[src/rtl/ireg_pkg.sv]
package ireg_pkg;

  // Host-visible location encoding on bus_loc
  typedef enum logic {
    LOC_POINTER = 1'b0,
    LOC_WINDOW  = 1'b1
  } loc_e;

  // Direction flag carried in the pointer's top bit
  typedef enum logic {
    DIR_WRITE = 1'b0,
    DIR_READ  = 1'b1
  } dir_e;

  localparam int unsigned BUS_W_DEFAULT = 8;

endpackage

[src/rtl/ireg_decode.sv]
module ireg_decode (
  input  logic bus_sel,
  input  logic bus_loc,
  input  logic bus_rd,
  input  logic bus_wr,
  input  logic din_dir,
  input  logic ptr_dir,
  output logic ptr_wr_evt,
  output logic fetch_evt,
  output logic store_evt,
  output logic drop_evt,
  output logic rd_evt
);
  import ireg_pkg::*;

  logic win_wr;

  always_comb begin
    ptr_wr_evt = bus_sel && bus_wr && (loc_e'(bus_loc) == LOC_POINTER);
    win_wr     = bus_sel && bus_wr && (loc_e'(bus_loc) == LOC_WINDOW);
    fetch_evt  = ptr_wr_evt && (dir_e'(din_dir) == DIR_READ);
    store_evt  = win_wr && (dir_e'(ptr_dir) == DIR_WRITE);
    drop_evt   = win_wr && (dir_e'(ptr_dir) == DIR_READ);
    rd_evt     = bus_sel && bus_rd;
  end

endmodule

[src/rtl/ireg_pointer.sv]
module ireg_pointer #(
  parameter int unsigned DATA_W = 8
) (
  input  logic              clk,
  input  logic              rst_n,
  input  logic              load,
  input  logic [DATA_W-1:0] din,
  output logic [DATA_W-1:0] ptr_q
);

  always_ff @(posedge clk) begin
    if (!rst_n)    ptr_q <= '0;
    else if (load) ptr_q <= din;
  end

endmodule

[src/rtl/ireg_bank.sv]
module ireg_bank #(
  parameter int unsigned DATA_W = 8,
  parameter int unsigned ADDR_W = 7
) (
  input  logic                 clk,
  input  logic                 rst_n,
  input  logic                 we,
  input  logic [ADDR_W-1:0]    waddr,
  input  logic [DATA_W-1:0]    wdata,
  input  logic [ADDR_W-1:0]    raddr,
  output logic [DATA_W-1:0]    rdata,
  output logic [(2**ADDR_W)-1:0] we_vec
);
  localparam int unsigned NUM_REGS = 2 ** ADDR_W;

  logic [DATA_W-1:0] regs [NUM_REGS];

  // one-hot write enable for a single target register
  function automatic logic [NUM_REGS-1:0] dec_onehot(input logic en,
                                                     input logic [ADDR_W-1:0] a);
    logic [NUM_REGS-1:0] v;
    v = '0;
    if (en) v[a] = 1'b1;
    return v;
  endfunction

  assign we_vec = dec_onehot(we, waddr);

  for (genvar g = 0; g < NUM_REGS; g++) begin : g_reg
    always_ff @(posedge clk) begin
      if (!rst_n)        regs[g] <= '0;
      else if (we_vec[g]) regs[g] <= wdata;
    end
  end

  assign rdata = regs[raddr];

endmodule

[src/rtl/ireg_window.sv]
module ireg_window #(
  parameter int unsigned DATA_W = 8
) (
  input  logic              clk,
  input  logic              rst_n,
  input  logic              fetch,
  input  logic [DATA_W-1:0] fetch_data,
  input  logic              store,
  input  logic [DATA_W-1:0] store_data,
  output logic [DATA_W-1:0] win_q
);

  always_ff @(posedge clk) begin
    if (!rst_n)      win_q <= '0;
    else if (fetch)  win_q <= fetch_data;
    else if (store)  win_q <= store_data;
  end

endmodule

[src/rtl/ireg_port.sv]
module ireg_port #(
  parameter int unsigned DATA_W = ireg_pkg::BUS_W_DEFAULT
) (
  input  logic              clk,
  input  logic              rst_n,
  input  logic              bus_sel,
  input  logic              bus_loc,
  input  logic              bus_rd,
  input  logic              bus_wr,
  input  logic [DATA_W-1:0] bus_din,
  output logic [DATA_W-1:0] bus_dout
);
  import ireg_pkg::*;

  localparam int unsigned ADDR_W   = DATA_W - 1;
  localparam int unsigned NUM_REGS = 2 ** ADDR_W;
  localparam int unsigned DIR_BIT  = DATA_W - 1;

  function automatic logic [ADDR_W-1:0] ptr_addr(input logic [DATA_W-1:0] p);
    return p[ADDR_W-1:0];
  endfunction

  function automatic logic ptr_dir_of(input logic [DATA_W-1:0] p);
    return p[DIR_BIT];
  endfunction

  logic [DATA_W-1:0]   ptr_q;
  logic [DATA_W-1:0]   win_q;
  logic [DATA_W-1:0]   bank_rdata;
  logic [NUM_REGS-1:0] bank_we;
  logic ptr_wr_evt, fetch_evt, store_evt, drop_evt, rd_evt;

  ireg_decode u_dec (
    .bus_sel    (bus_sel),
    .bus_loc    (bus_loc),
    .bus_rd     (bus_rd),
    .bus_wr     (bus_wr),
    .din_dir    (ptr_dir_of(bus_din)),
    .ptr_dir    (ptr_dir_of(ptr_q)),
    .ptr_wr_evt (ptr_wr_evt),
    .fetch_evt  (fetch_evt),
    .store_evt  (store_evt),
    .drop_evt   (drop_evt),
    .rd_evt     (rd_evt)
  );

  ireg_pointer #(.DATA_W(DATA_W)) u_ptr (
    .clk   (clk),
    .rst_n (rst_n),
    .load  (ptr_wr_evt),
    .din   (bus_din),
    .ptr_q (ptr_q)
  );

  // read port is addressed by the incoming pointer byte so the fetch
  // completes on the same edge the pointer is written
  ireg_bank #(.DATA_W(DATA_W), .ADDR_W(ADDR_W)) u_bank (
    .clk    (clk),
    .rst_n  (rst_n),
    .we     (store_evt),
    .waddr  (ptr_addr(ptr_q)),
    .wdata  (bus_din),
    .raddr  (ptr_addr(bus_din)),
    .rdata  (bank_rdata),
    .we_vec (bank_we)
  );

  ireg_window #(.DATA_W(DATA_W)) u_win (
    .clk        (clk),
    .rst_n      (rst_n),
    .fetch      (fetch_evt),
    .fetch_data (bank_rdata),
    .store      (store_evt),
    .store_data (bus_din),
    .win_q      (win_q)
  );

  always_comb begin
    if (!rd_evt)                               bus_dout = '0;
    else if (loc_e'(bus_loc) == LOC_POINTER)   bus_dout = ptr_q;
    else                                       bus_dout = win_q;
  end

endmodule

[config.mk]
export PLATFORM = sky130hd
export DESIGN_NAME = ireg_port
export DESIGN_NICKNAME = d
export VERILOG_FILES = /design/src/rtl/ireg_pkg.sv /design/src/rtl/ireg_decode.sv /design/src/rtl/ireg_pointer.sv /design/src/rtl/ireg_bank.sv /design/src/rtl/ireg_window.sv /design/src/rtl/ireg_port.sv
export SDC_FILE = /design/constraint.sdc
export NUM_CORES = 2
export LEC_CHECK = 0
export ABC_CLOCK_PERIOD_IN_PS = 2500
export BUFFER_PORTS_ARGS = -buffer_cell sky130_fd_sc_hd__buf_4
export CORE_MARGIN = 3
export CORE_UTILIZATION = 50
export DETAILED_ROUTE_END_ITERATION = 12
export PLACE_DENSITY_LB_ADDON = 0.05
export SYNTH_ARGS = -nofsm -noshare
export SYNTH_HDL_FRONTEND = slang
export SYNTH_SLANG_ARGS = --single-unit
[constraint.sdc]
create_clock -name clk -period 2.5 [get_ports clk]
set_input_delay 0.5 -clock clk [delete_from_list [all_inputs] [get_ports clk]]
set_output_delay 0.5 -clock clk [all_outputs]
set_load 0.1 [all_outputs]
==> impl_metrics.env <==
export IMPL_status="complete, but fails checks"
export IMPL_violations="setup timing"
export IMPL_finalNetCount=3572
export IMPL_cp_data_required_time_ps=3110
export IMPL_cap_violations=0
export IMPL_dpl_instance_area_mm2=0.0538
export IMPL_slew_violations=0
export IMPL_crit_arrival_ps=3120
export IMPL_drt_first_pass_iters=6
export IMPL_clkSlewWorstSetupHoldPaths_ps=70
export IMPL_power_total_mw=40.3
export IMPL_startpoint_type="input port"
export IMPL_fmax_mhz=398
export IMPL_cts_root_buf="clkbuf_16"
export IMPL_p_per_area_mw_per_mm2=700
export IMPL_p_int_mw=30.9
export IMPL_dieWidth_um=319
export IMPL_worst_setup_path_type="in2reg"
export IMPL_synth_area_mm2=0.0488
export IMPL_drt_total_wl_mm=166
export IMPL_power_switching_mw=9.42
export IMPL_route_met2_wl_mm=76.3
export IMPL_regToRegEndpoint="u_win.win_q[7]"
export IMPL_power_frac_clock=0.418
export IMPL_synth_compound_area_frac=0.0298
export IMPL_wl_met1_mm=65.2
export IMPL_reg2reg_depth=8
export IMPL_wire_per_inst_um=33.7
export IMPL_clk_latency_ps=710
export IMPL_period_share=1.01
export IMPL_hpwlAfterDp_mm=106
export IMPL_ys_seq_elements=1040
export IMPL_drive_above_1_share=0.301
export IMPL_synth_top_family_by_area="simple AND/OR/NAND/NOR gates"
export IMPL_dieHeight_um=319
export IMPL_hold_class="in2reg"
export IMPL_synthCells=3358
export IMPL_p_sw_frac=0.234
export IMPL_numCtsBuffers=112
export IMPL_seq_power_share=0.493
export IMPL_ios=22
export IMPL_cts_sinks=1040
export IMPL_synth_adder_area_share=0
export IMPL_synth_simple_area_share=0.150
export IMPL_synth_edff_count=1024
export IMPL_gp_congestion=0.935
export IMPL_grt_setup_unrepaired="false"
export IMPL_worst_ir_drop_vdd_uv=509
export IMPL_muxShareOfSynthArea=0.140
export IMPL_ys_async_sr_fraction=0
export IMPL_core_mm2=0.0959
export IMPL_crit_path_end_kind="flop"
export IMPL_r2r_start="u_bank.regs[53][7]"
export IMPL_yosysUniqueCellTypes=62
export IMPL_setup_viol=1
export IMPL_reg2reg_slack_ps=20
export IMPL_max_slew_margin_rel=0.295
export IMPL_placementRows=113
export IMPL_finalHoldViolCount=0
export IMPL_clock_path_buffers=3
export IMPL_crit_path_start="bus_din[1]"
export IMPL_fin_crit_ps=2510
export IMPL_ys_seq_area_frac=0.636
export IMPL_synthesis_nets=3372
export IMPL_worst_slew_pin_slew_ps=1050
export IMPL_grt_util_all_layers=0.326
export IMPL_grt_pass1_wl_mm=241
export IMPL_hold_buffers=0
export IMPL_maxUsedRoutingLayer="met5"
export IMPL_power_frac_comb=0.089
export IMPL_drc=0
export IMPL_fin_worst_skew_ps=28.0
export IMPL_grt_pass1_vias=33700
export IMPL_postLayoutSetupSlackWorst_ps=-13.0
export IMPL_htreeDepth=3
export IMPL_via_per_inst=6.94
export IMPL_drtIter0Drc=4675
export IMPL_grt_start_max_net_pins=142
export IMPL_tritoncts="done"
export IMPL_ys_dominant_reg_cell="edfxtp_1"
export IMPL_final_common_cell="edfxtp_1"
export IMPL_fin_area_mm2=0.0575
export IMPL_syn2layout_area_growth_pct=17.8
export IMPL_cp_max_fo=22
export IMPL_grt_overflow_total=0
export IMPL_port_buffers=21
export IMPL_final_cell_mix="1024 x edfxtp_1, 512 x buf_4, 507 x nor4_1"
export IMPL_die_area_mm2=0.101
export IMPL_antenna_found_initial=5
export IMPL_yosys_area_share_xor_xnor=0
export IMPL_yosysWarnings=0
export IMPL_cp_endpoint="u_win.win_q[1]"
export IMPL_start_util=0.509
export IMPL_ant_nets=0
export IMPL_syn_area_per_cell_um2=14.5
export IMPL_wl_met3_mm=17.6
export IMPL_route_vias_total=34100
export IMPL_power_leakage_nw=21.0
## registers in the layout (all words and copies together) (netlist names)
register	cells
u_ptr.ptr_q	8
u_bank.regs	1024
u_win.win_q	8
## Yosys cell counts (20+ instances only)
library cell / count / area [µm²]
nor2_1: 65 / 244
and3_1: 392 / 2450
mux4_2: 281 / 6330
nand2_1: 52 / 195
nor3_1: 93 / 465
edfxtp_1: 1024 / 30700
buf_2: 40 / 200
o21ai_0: 146 / 731
buf_1: 27 / 101
and2_1: 53 / 332
a21oi_1: 20 / 100
clkbuf_1: 405 / 1520
nor4_1: 508 / 3180
mux2i_1: 48 / 480
## worst min path at each step
stage	startpoint	to	slack, ps	depth (start not counted)
after floorplan	u_win.win_q[4]	u_win.win_q[4]	450	2
after global placement	u_win.win_q[7]	u_win.win_q[7]	470	1
after detailed placement	u_win.win_q[4]	u_win.win_q[4]	470	2
after CTS	bus_din[5]	u_ptr.ptr_q[5]	140	3
after global routing	bus_din[5]	u_ptr.ptr_q[5]	190	3
final	bus_din[5]	u_ptr.ptr_q[5]	200	3
## worst max-delay path, cell delays in order
cell and delay [ps]:
buf_8 240, buf_12 250, buf_12 210, mux4_2 260, a211oi_2 120, a2111oi_1 950
buf_4 240, nor3_1 50, a41oi_1 240
## power by group through the flow
stage	Sequential, mW	Clock [mW]	Combinational (mW)
after CTS	19.9	17.0	3.55
after global placement	20.2	0	3.51
final	19.9	16.8	3.60
after detailed placement	20.2	0	3.54
after floorplan	20.1	0	1.85
after global routing	19.9	17.7	3.73
## timing repair
item                       in CTS  in global routing
setup endpoints to repair       5                 22
gates resized for setup         6                 12
pin swaps                       0                  1
buffers inserted                0                  0
## per-stage QoR
| step | util | TNS (ps) | hold slack (ps) | cells | setup slack, ps |
|---|---|---|---|---|---|
| final | 0.600 | -13.0 | 197 | 4918 | -13.0 |
| after global routing | 0.600 | 0 | 186 | 4917 | 3.67 |
| after CTS | 0.600 | 0 | 140 | 4917 | 2.70 |
| after detailed placement | 0.561 | -7490 | 469 | 4709 | -800 |
| after global placement | 0.561 | -6620 | 475 | 4709 | -778 |
| after floorplan | - | -3120 | 448 | 3358 | -40.2 |
## cells by family after synthesis
kind of cell / after synthesis
AND/OR/NAND/NOR: 1229
flip-flops: 1040
buffers and inverters: 508
multiplexers: 333
AO/OA/AOI/OAI: 248
## cell type report
| class | instances | area, µm² |
|---|---|---|
| tap | 1265 | 1580 |
| clock buffer | 133 | 2950 |
| multi-input combinational | 1810 | 15800 |
| fill | 7416 | 38300 |
| inverter | 6 | 41.3 |
| clock inverter | 75 | 736 |
| timing repair buffer | 588 | 5320 |
| sequential | 1040 | 31100 |
| antenna | 1 | 2.50 |
## layer usage
metal | up-vias | track usage
met5 | - | 0
met3 | 383 | 0.0742
li1 | 14100 | -
met1 | 17500 | 0.460
met2 | 2143 | 0.500
met4 | 2 | 0.117
Note: power is estimated with default switching activity, not from simulation.
